===== src/rtl/spi_cmd_pkg.sv =====
package spi_cmd_pkg;
  localparam int RING_DEPTH = 8;
  localparam int PTR_W      = $clog2(RING_DEPTH);
  localparam int MAX_XFER   = 8;
  localparam int STEP_W     = 5;

  localparam logic [3:0] OFS_OPCODE = 4'h0;
  localparam logic [3:0] OFS_COUNTS = 4'h1;
  localparam logic [3:0] OFS_CTRL   = 4'h2;
  localparam logic [3:0] OFS_DATA   = 4'hC;
  localparam logic [3:0] OFS_PTR    = 4'hD;

  localparam int CTRL_RUN_BIT  = 0;
  localparam int CTRL_REWIND_BIT = 4;

  localparam logic [7:0] FILLER = 8'hFF;

  typedef enum logic [1:0] {SH_IDLE, SH_LOW, SH_HIGH} shift_state_t;
  typedef enum logic [1:0] {SQ_IDLE, SQ_LAUNCH, SQ_WAIT, SQ_TAIL} seq_state_t;

  function automatic logic [3:0] clamp_count(input logic [3:0] raw);
    return (raw > 4'(MAX_XFER)) ? 4'(MAX_XFER) : raw;
  endfunction
endpackage


===== src/rtl/spi_cmd_ring.sv =====
module spi_cmd_ring
  import spi_cmd_pkg::*;
(
  input  logic             clk,
  input  logic             rst_n,
  input  logic             sw_wr,
  input  logic             sw_adv,
  input  logic             ptr_clr,
  input  logic [7:0]       sw_wdata,
  output logic [7:0]       sw_rdata,
  output logic [PTR_W-1:0] ptr,
  input  logic             eng_we,
  input  logic [PTR_W-1:0] eng_idx,
  input  logic [7:0]       eng_wdata,
  output logic [7:0]       eng_rdata
);
  logic [7:0]       slot_q [RING_DEPTH];
  logic [PTR_W-1:0] ptr_q, ptr_d;

  always_comb begin
    ptr_d = ptr_q;
    if (ptr_clr)               ptr_d = '0;
    else if (sw_wr || sw_adv)  ptr_d = ptr_q + 1'b1;
  end

  always_ff @(posedge clk or negedge rst_n) begin
    if (!rst_n) ptr_q <= '0;
    else        ptr_q <= ptr_d;
  end

  for (genvar i = 0; i < RING_DEPTH; i++) begin : g_slot
    logic       slot_en;
    logic [7:0] slot_d;
    always_comb begin
      slot_en = (eng_we && eng_idx == PTR_W'(i)) || (sw_wr && ptr_q == PTR_W'(i));
      slot_d  = eng_we ? eng_wdata : sw_wdata;
    end
    always_ff @(posedge clk or negedge rst_n) begin
      if (!rst_n)       slot_q[i] <= '0;
      else if (slot_en) slot_q[i] <= slot_d;
    end
  end

  assign sw_rdata  = slot_q[ptr_q];
  assign eng_rdata = slot_q[eng_idx];
  assign ptr       = ptr_q;
endmodule


===== src/rtl/spi_cmd_shifter.sv =====
module spi_cmd_shifter
  import spi_cmd_pkg::*;
#(
  parameter int HALF_DIV = 2
) (
  input  logic       clk,
  input  logic       rst_n,
  input  logic       go,
  input  logic [7:0] tx_byte,
  output logic       byte_done,
  output logic [7:0] rx_byte,
  output logic       sclk,
  output logic       mosi,
  input  logic       miso
);
  localparam int DIV_W = $clog2(HALF_DIV + 1);
  localparam logic [DIV_W-1:0] HALF_LAST = DIV_W'(HALF_DIV - 1);

  shift_state_t st_q, st_d;
  logic [DIV_W-1:0] cnt_q, cnt_d;
  logic [2:0] bit_q, bit_d;
  logic [7:0] sr_q, sr_d, rx_q, rx_d;
  logic sclk_q, sclk_d;
  logic half_end;

  assign half_end = (cnt_q == HALF_LAST);

  always_comb begin
    st_d = st_q; cnt_d = cnt_q; bit_d = bit_q;
    sr_d = sr_q; rx_d = rx_q; sclk_d = sclk_q;
    byte_done = 1'b0;
    case (st_q)
      SH_IDLE: if (go) begin
        st_d = SH_LOW; cnt_d = '0; bit_d = '0; sr_d = tx_byte; sclk_d = 1'b0;
      end
      SH_LOW: begin
        if (half_end) begin
          st_d = SH_HIGH; cnt_d = '0; sclk_d = 1'b1;
          rx_d = {rx_q[6:0], miso};
        end else cnt_d = cnt_q + 1'b1;
      end
      SH_HIGH: begin
        if (half_end) begin
          cnt_d = '0; sclk_d = 1'b0;
          if (bit_q == 3'd7) begin
            st_d = SH_IDLE; byte_done = 1'b1;
          end else begin
            st_d = SH_LOW; bit_d = bit_q + 1'b1; sr_d = {sr_q[6:0], 1'b0};
          end
        end else cnt_d = cnt_q + 1'b1;
      end
      default: st_d = SH_IDLE;
    endcase
  end

  always_ff @(posedge clk or negedge rst_n) begin
    if (!rst_n) begin
      st_q <= SH_IDLE; cnt_q <= '0; bit_q <= '0;
      sr_q <= '0; rx_q <= '0; sclk_q <= 1'b0;
    end else begin
      st_q <= st_d; cnt_q <= cnt_d; bit_q <= bit_d;
      sr_q <= sr_d; rx_q <= rx_d; sclk_q <= sclk_d;
    end
  end

  assign rx_byte = rx_q;
  assign sclk    = sclk_q;
  assign mosi    = sr_q[7];
endmodule


===== src/rtl/spi_cmd_seq.sv =====
module spi_cmd_seq
  import spi_cmd_pkg::*;
#(
  parameter int HALF_DIV = 2
) (
  input  logic             clk,
  input  logic             rst_n,
  input  logic             start,
  input  logic [3:0]       wr_cnt,
  input  logic [3:0]       rd_cnt,
  input  logic [7:0]       opcode,
  output logic             sh_go,
  output logic [7:0]       sh_tx,
  input  logic             sh_done,
  input  logic [7:0]       sh_rx,
  output logic             eng_we,
  output logic [PTR_W-1:0] eng_idx,
  output logic [7:0]       eng_wdata,
  input  logic [7:0]       eng_rdata,
  output logic             cs_n,
  output logic             finish
);
  localparam int DIV_W = $clog2(HALF_DIV + 1);
  localparam logic [DIV_W-1:0] HALF_LAST = DIV_W'(HALF_DIV - 1);

  seq_state_t st_q, st_d;
  logic [STEP_W-1:0] step_q, step_d, total_q, total_d;
  logic [3:0] wc_q, wc_d;
  logic [DIV_W-1:0] tail_q, tail_d;
  logic cs_n_q, cs_n_d;

  assign eng_idx   = PTR_W'(step_q - 1'b1);
  assign eng_wdata = sh_rx;
  assign sh_go     = (st_q == SQ_LAUNCH);
  assign eng_we    = (st_q == SQ_WAIT) && sh_done && (step_q != '0);

  always_comb begin
    if (step_q == '0)                    sh_tx = opcode;
    else if (step_q <= {1'b0, wc_q})     sh_tx = eng_rdata;
    else                                 sh_tx = FILLER;
  end

  always_comb begin
    st_d = st_q; step_d = step_q; total_d = total_q;
    wc_d = wc_q; tail_d = tail_q; cs_n_d = cs_n_q;
    finish = 1'b0;
    case (st_q)
      SQ_IDLE: if (start) begin
        st_d = SQ_LAUNCH; step_d = '0; wc_d = wr_cnt; cs_n_d = 1'b0;
        total_d = STEP_W'(1) + {1'b0, wr_cnt} + {1'b0, rd_cnt};
      end
      SQ_LAUNCH: st_d = SQ_WAIT;
      SQ_WAIT: if (sh_done) begin
        step_d = step_q + 1'b1;
        if (step_q + 1'b1 == total_q) begin
          st_d = SQ_TAIL; tail_d = '0;
        end else st_d = SQ_LAUNCH;
      end
      SQ_TAIL: begin
        if (tail_q == HALF_LAST) begin
          st_d = SQ_IDLE; cs_n_d = 1'b1; finish = 1'b1;
        end else tail_d = tail_q + 1'b1;
      end
      default: st_d = SQ_IDLE;
    endcase
  end

  always_ff @(posedge clk or negedge rst_n) begin
    if (!rst_n) begin
      st_q <= SQ_IDLE; step_q <= '0; total_q <= '0;
      wc_q <= '0; tail_q <= '0; cs_n_q <= 1'b1;
    end else begin
      st_q <= st_d; step_q <= step_d; total_q <= total_d;
      wc_q <= wc_d; tail_q <= tail_d; cs_n_q <= cs_n_d;
    end
  end

  assign cs_n = cs_n_q;
endmodule


===== src/rtl/spi_cmd_engine.sv =====
module spi_cmd_engine
  import spi_cmd_pkg::*;
#(
  parameter int HALF_DIV = 2
) (
  input  logic       clk,
  input  logic       rst_n,
  input  logic [3:0] reg_addr,
  input  logic       reg_wr,
  input  logic [7:0] reg_wdata,
  input  logic       reg_rd,
  output logic [7:0] reg_rdata,
  output logic       spi_cs_n,
  output logic       spi_sclk,
  output logic       spi_mosi,
  input  logic       spi_miso
);
  logic [1:0] rst_sync_q;
  logic       srst_n;

  always_ff @(posedge clk or negedge rst_n) begin
    if (!rst_n) rst_sync_q <= 2'b00;
    else        rst_sync_q <= {rst_sync_q[0], 1'b1};
  end
  assign srst_n = rst_sync_q[1];

  logic [7:0] opcode_q, opcode_d, counts_q, counts_d;
  logic       exec_q, exec_d;
  logic       ctrl_wr, start, rewind, data_wr, data_rd, finish;
  logic [PTR_W-1:0] ring_ptr, eng_idx;
  logic [7:0] ring_rdata, eng_rdata, eng_wdata, sh_tx, sh_rx;
  logic       eng_we, sh_go, sh_done;

  always_comb begin
    ctrl_wr  = reg_wr && (reg_addr == OFS_CTRL);
    start    = ctrl_wr && reg_wdata[CTRL_RUN_BIT] && !exec_q;
    rewind   = ctrl_wr && reg_wdata[CTRL_REWIND_BIT];
    data_wr  = reg_wr && (reg_addr == OFS_DATA) && !exec_q;
    data_rd  = reg_rd && (reg_addr == OFS_DATA) && !data_wr;
    opcode_d = (reg_wr && reg_addr == OFS_OPCODE && !exec_q) ? reg_wdata : opcode_q;
    counts_d = (reg_wr && reg_addr == OFS_COUNTS && !exec_q) ? reg_wdata : counts_q;
    exec_d   = exec_q;
    if (start)       exec_d = 1'b1;
    else if (finish) exec_d = 1'b0;
  end

  always_ff @(posedge clk or negedge srst_n) begin
    if (!srst_n) begin
      opcode_q <= '0; counts_q <= '0; exec_q <= 1'b0;
    end else begin
      opcode_q <= opcode_d; counts_q <= counts_d; exec_q <= exec_d;
    end
  end

  always_comb begin
    case (reg_addr)
      OFS_OPCODE: reg_rdata = opcode_q;
      OFS_COUNTS: reg_rdata = counts_q;
      OFS_CTRL:   reg_rdata = {7'b0, exec_q};
      OFS_DATA:   reg_rdata = ring_rdata;
      OFS_PTR:    reg_rdata = {{(8-PTR_W){1'b0}}, ring_ptr};
      default:    reg_rdata = '0;
    endcase
  end

  spi_cmd_ring u_ring (
    .clk(clk), .rst_n(srst_n),
    .sw_wr(data_wr), .sw_adv(data_rd), .ptr_clr(rewind),
    .sw_wdata(reg_wdata), .sw_rdata(ring_rdata), .ptr(ring_ptr),
    .eng_we(eng_we), .eng_idx(eng_idx), .eng_wdata(eng_wdata), .eng_rdata(eng_rdata)
  );

  spi_cmd_seq #(.HALF_DIV(HALF_DIV)) u_seq (
    .clk(clk), .rst_n(srst_n), .start(start),
    .wr_cnt(clamp_count(counts_q[3:0])), .rd_cnt(clamp_count(counts_q[7:4])),
    .opcode(opcode_q), .sh_go(sh_go), .sh_tx(sh_tx), .sh_done(sh_done), .sh_rx(sh_rx),
    .eng_we(eng_we), .eng_idx(eng_idx), .eng_wdata(eng_wdata), .eng_rdata(eng_rdata),
    .cs_n(spi_cs_n), .finish(finish)
  );

  spi_cmd_shifter #(.HALF_DIV(HALF_DIV)) u_shift (
    .clk(clk), .rst_n(srst_n), .go(sh_go), .tx_byte(sh_tx),
    .byte_done(sh_done), .rx_byte(sh_rx),
    .sclk(spi_sclk), .mosi(spi_mosi), .miso(spi_miso)
  );
endmodule


===== config.mk =====
export PLATFORM = sky130hd
export DESIGN_NAME = spi_cmd_engine
export DESIGN_NICKNAME = d
export VERILOG_FILES = /design/src/rtl/spi_cmd_pkg.sv /design/src/rtl/spi_cmd_ring.sv /design/src/rtl/spi_cmd_shifter.sv /design/src/rtl/spi_cmd_seq.sv /design/src/rtl/spi_cmd_engine.sv
export SDC_FILE = /design/constraint.sdc
export NUM_CORES = 1
export LEC_CHECK = 0
export ABC_AREA = 0
export BUFFER_PORTS_ARGS = -buffer_cell sky130_fd_sc_hd__buf_2
export CORE_AREA = 2 2 121 211
export CTS_CLUSTER_DIAMETER = 80
export CTS_CLUSTER_SIZE = 12
export DETAILED_ROUTE_END_ITERATION = 10
export DIE_AREA = 0 0 123 213
export GPL_TIMING_DRIVEN = 1
export PLACE_DENSITY = 0.52
export SLEW_MARGIN = 20
export SYNTH_ARGS = -nofsm -noshare
export SYNTH_HDL_FRONTEND = slang
export SYNTH_SLANG_ARGS = --single-unit

===== constraint.sdc =====
create_clock -name clk -period 4.25 [get_ports clk]
set_input_delay 0.6375 -clock clk [delete_from_list [all_inputs] [get_ports clk]]
set_output_delay 0.6375 -clock clk [all_outputs]
set_load 0.02 [all_outputs]

==> results.md <==
- CTS tree: done
- DRC Markers: 0
- Clock transition at path regs: 0.06 ns
- Core Region: between 20,000 and 25,000 um2
- Synth warnings: 0
- Avg Vias per Cell: ~5.2
- Detailed Routing Iterations Pass 1: 5
- Worst Path Required: 4.56 ns
- Worst hold path stage count: 0
- Register bit total from synthesis: about 130
- Clock power share: 0.487
- TritonCTS Buffers: 17
- Ports: 28
- Max Freq: 288.4 MHz
- Cell taking the most area after synthesis: dfrtp_1
- Dominant cell by count in the synthesized netlist: dfrtp_1
- CP endpoint kind: flip-flop
- Hold Buf Count CTS: 1
- Placer Congestion: 0.8395
- Final Util: 0.3392
- Hold Path Sink: rst_sync_q[1]
- H-tree Lvls: 4
- Seq/Total Area, Yosys: 0.4453
- Pwr dens: 385.5 nW/um2
- Initial antenna violation count: 0
- Worst-Margin Slew: 0.8390 ns
- Syn_area_per_cell: roughly 13 um2
- Clk buf depth: 2
- Setup TNS: 0 ns
- Clk Latency, worst-skew pair: approximately 0.43 ns
- Psw: approximately 0.82 mW
- Post-synth top area share: 0.4417
- Final wirelength: slightly below 20,000 um
- Full die area: 26,200 um2
- Die height: 213 um
- Int Pwr: around 2.4 mW
- Library cells used by synthesis: 53
- Post-synth ARST share: 1.000
- Diodes inserted: 0
- First DRT Iteration DRCs: ~310
- Crit path kind: reg -> reg
- Main synth FF type: dfrtp_1
- Root buf cell: clkbuf_16
- Die X: 123 um
- Hold_sp: rst_sync_q[0]
- WL/cell: 21.42 um
- Hold violation count in the final report: 0
- ANT nets after route: 0
- Synth top cells by count: dfrtp_1 (128), mux2_2 (83), mux4_2 (32), nand2_1 (32), o21ai_0 (31)
- First-pass GRT wire length: 30,670 um
- Layout area overhead: 14.77%
- Comb pwr share: 0.104
- Slew Limit Fails: 0
- Vias in the first global route: 5,218
- Syn Nets: 613
- Critical Path AT: 3.77 ns
- Gate count after technology mapping: 568
- Worst reg2reg path depth: 7
- Clock Skews: just under 0.01 ns
- Worst R2R Setup Slack: approximately 0.78 ns
- Area of the mapped netlist: 7252 um2
- Input/output buffers: 27
- Final period utilization: 0.8160
- Share of total power in sequential cells: 0.409
- Leak: 3.737 nW
- Total congestion overflow: 0
- Relative slew slack: 0.4407
- Rows: 76
- Max_cap viols: 0
- All-Layer GR Usage: 0.1604
- Worst r2r dst: u_ring.slot_q[7]
- Post-synth EDFFs: 0
- Largest net degree at the start of global routing: 63
- Vias post-DR: 4,805
- # resized after CTS: 0
- RSZ-0062 raised after global routing: false
- Status: finished, final reports clean
- Switch share: 0.2543
- Layout fillers: 2,457
- Period minus WS final: about 3.5 ns
- Post-DP HPWL: 14,740 um
- Reg2Reg Launch Point: u_shift.st_q[0]
- Setup repair bufs after CTS: 0
- Initial Util: 0.2956
- Dominant cells by area after synthesis: dfrtp_1 (44%), mux2_2 (13%), mux4_2 (9.9%)
- CTS Sinks: 129
- Layout cells sized above 1: 0.3388
- Final net count: 637
- Endpoints failing setup: 0
- Crit path max fanout: 17
- Worst vdd ir: 0.2362 mV
- Hold Crit Class: reg -> reg
- CP Launch Type: flip-flop
cell type report:
cell class / instances / area (um2) / area share
inverter: 17 / 63.81 / 0.007667
clock inverter: 14 / 188.9 / 0.02270
timing repair buffer: 38 / 220.2 / 0.02646
sequential: 129 / 3233 / 0.3885
tap: 312 / 390.4 / 0.04690
multi-input combinational: 389 / 3787 / 0.4551
clock buffer: 18 / 439.2 / 0.05277
placed cells by master (no fill, tap or decap), types with 10 or more instances in the layout:
cell type	synthesis	routed
ha_1	27	27
nand2_1	32	32
mux2i_1	24	24
mux4_2	32	32
nand3_1	10	10
clkbuf_16	0	17
nor2_1	11	11
mux2_4	16	16
a21oi_1	15	15
inv_1	17	17
buf_2	8	27
dfrtp_1	128	127
buf_4	0	10
mux2_2	83	83
o21ai_0	31	30
worst max path at each step:
stage / from / endpoint / cells past startpoint
floorplan: rst_sync_q[1] / counts_q[0] / 0
global placement: u_shift.st_q[0] / u_ring.slot_q[3] / 7
detailed placement: u_shift.st_q[0] / u_ring.slot_q[7] / 7
CTS: u_shift.st_q[0] / u_ring.slot_q[7] / 7
global route: u_shift.st_q[0] / u_ring.slot_q[4] / 7
finish: u_shift.st_q[0] / u_ring.slot_q[7] / 7
state kept, by name (all words and copies together) (netlist names), 2 cells and up:
name             cells
u_seq.tail_q         2
u_shift.rx_byte      8
counts_q             8
u_seq.step_q         5
opcode_q             8
rst_sync_q           2
u_shift.cnt_q        2
u_seq.wc_q           4
u_shift.sr_q         8
u_ring.ptr           3
u_seq.st_q           2
u_ring.slot_q       64
u_seq.total_q        5
u_shift.bit_q        3
u_shift.st_q         2
power groups by stage:
stage	clock network, mW	logic (mW)	registers (mW)
final	1.56	0.334	1.31
after global routing	1.64	0.360	1.32
after CTS	1.59	0.338	1.31
after detailed placement	0	0.335	1.33
after global placement	0	0.331	1.33
after floorplan	0	0.246	1.30
metal layers:
metal	track usage	wire length, um	up-vias
met5	0	0	-
met4	0.09679	1073	0
met3	0.03446	541	47
met2	0.2797	10480	119
met1	0.1753	7553	2459
li1	-	-	2180
worst max-delay path: stages (launching register included):
cell and delay [ns]:
dfrtp_1 0.41, inv_1 0.10, ha_1 0.57, and4b_1 0.35
nand3_1 0.41, nor2b_4 0.45, a32o_1 0.69, mux2_4 0.35
metrics by stage:
| stage | hold slack, ns | power [mW] | cell area, um2 | setup WS, ns | cells |
|---|---|---|---|---|---|
| 4_1_cts | 0.3475 | 3.244 | 8323 | 0.7602 | 917 |
| 3_3_place_gp | 0.3374 | 1.665 | 7685 | 0.9056 | 884 |
| 2_1_floorplan | 0.3312 | 1.550 | 7252 | 0.3916 | 568 |
| 3_5_place_dp | 0.3347 | 1.670 | 7685 | 0.8169 | 884 |
| 5_1_grt | 0.3525 | 3.322 | 8323 | 0.5111 | 917 |
| 6_report | 0.3467 | 3.208 | 8323 | 0.7821 | 917 |
cell families after synthesis:
kind of cell | Yosys count | share of synthesized area
multiplexers | 155 | 0.2945
flip-flops | 129 | 0.4453
AO/OA/AOI/OAI | 105 | 0.09956
AND/OR/NAND/NOR | 89 | 0.06401
buffers and inverters | 50 | 0.03244
adder cells (fa/ha/maj) | 28 | 0.04934
XOR/XNOR | 11 | 0.01432
other | 1 | 0.0005171
Note: power is estimated with default switching activity, not from simulation.
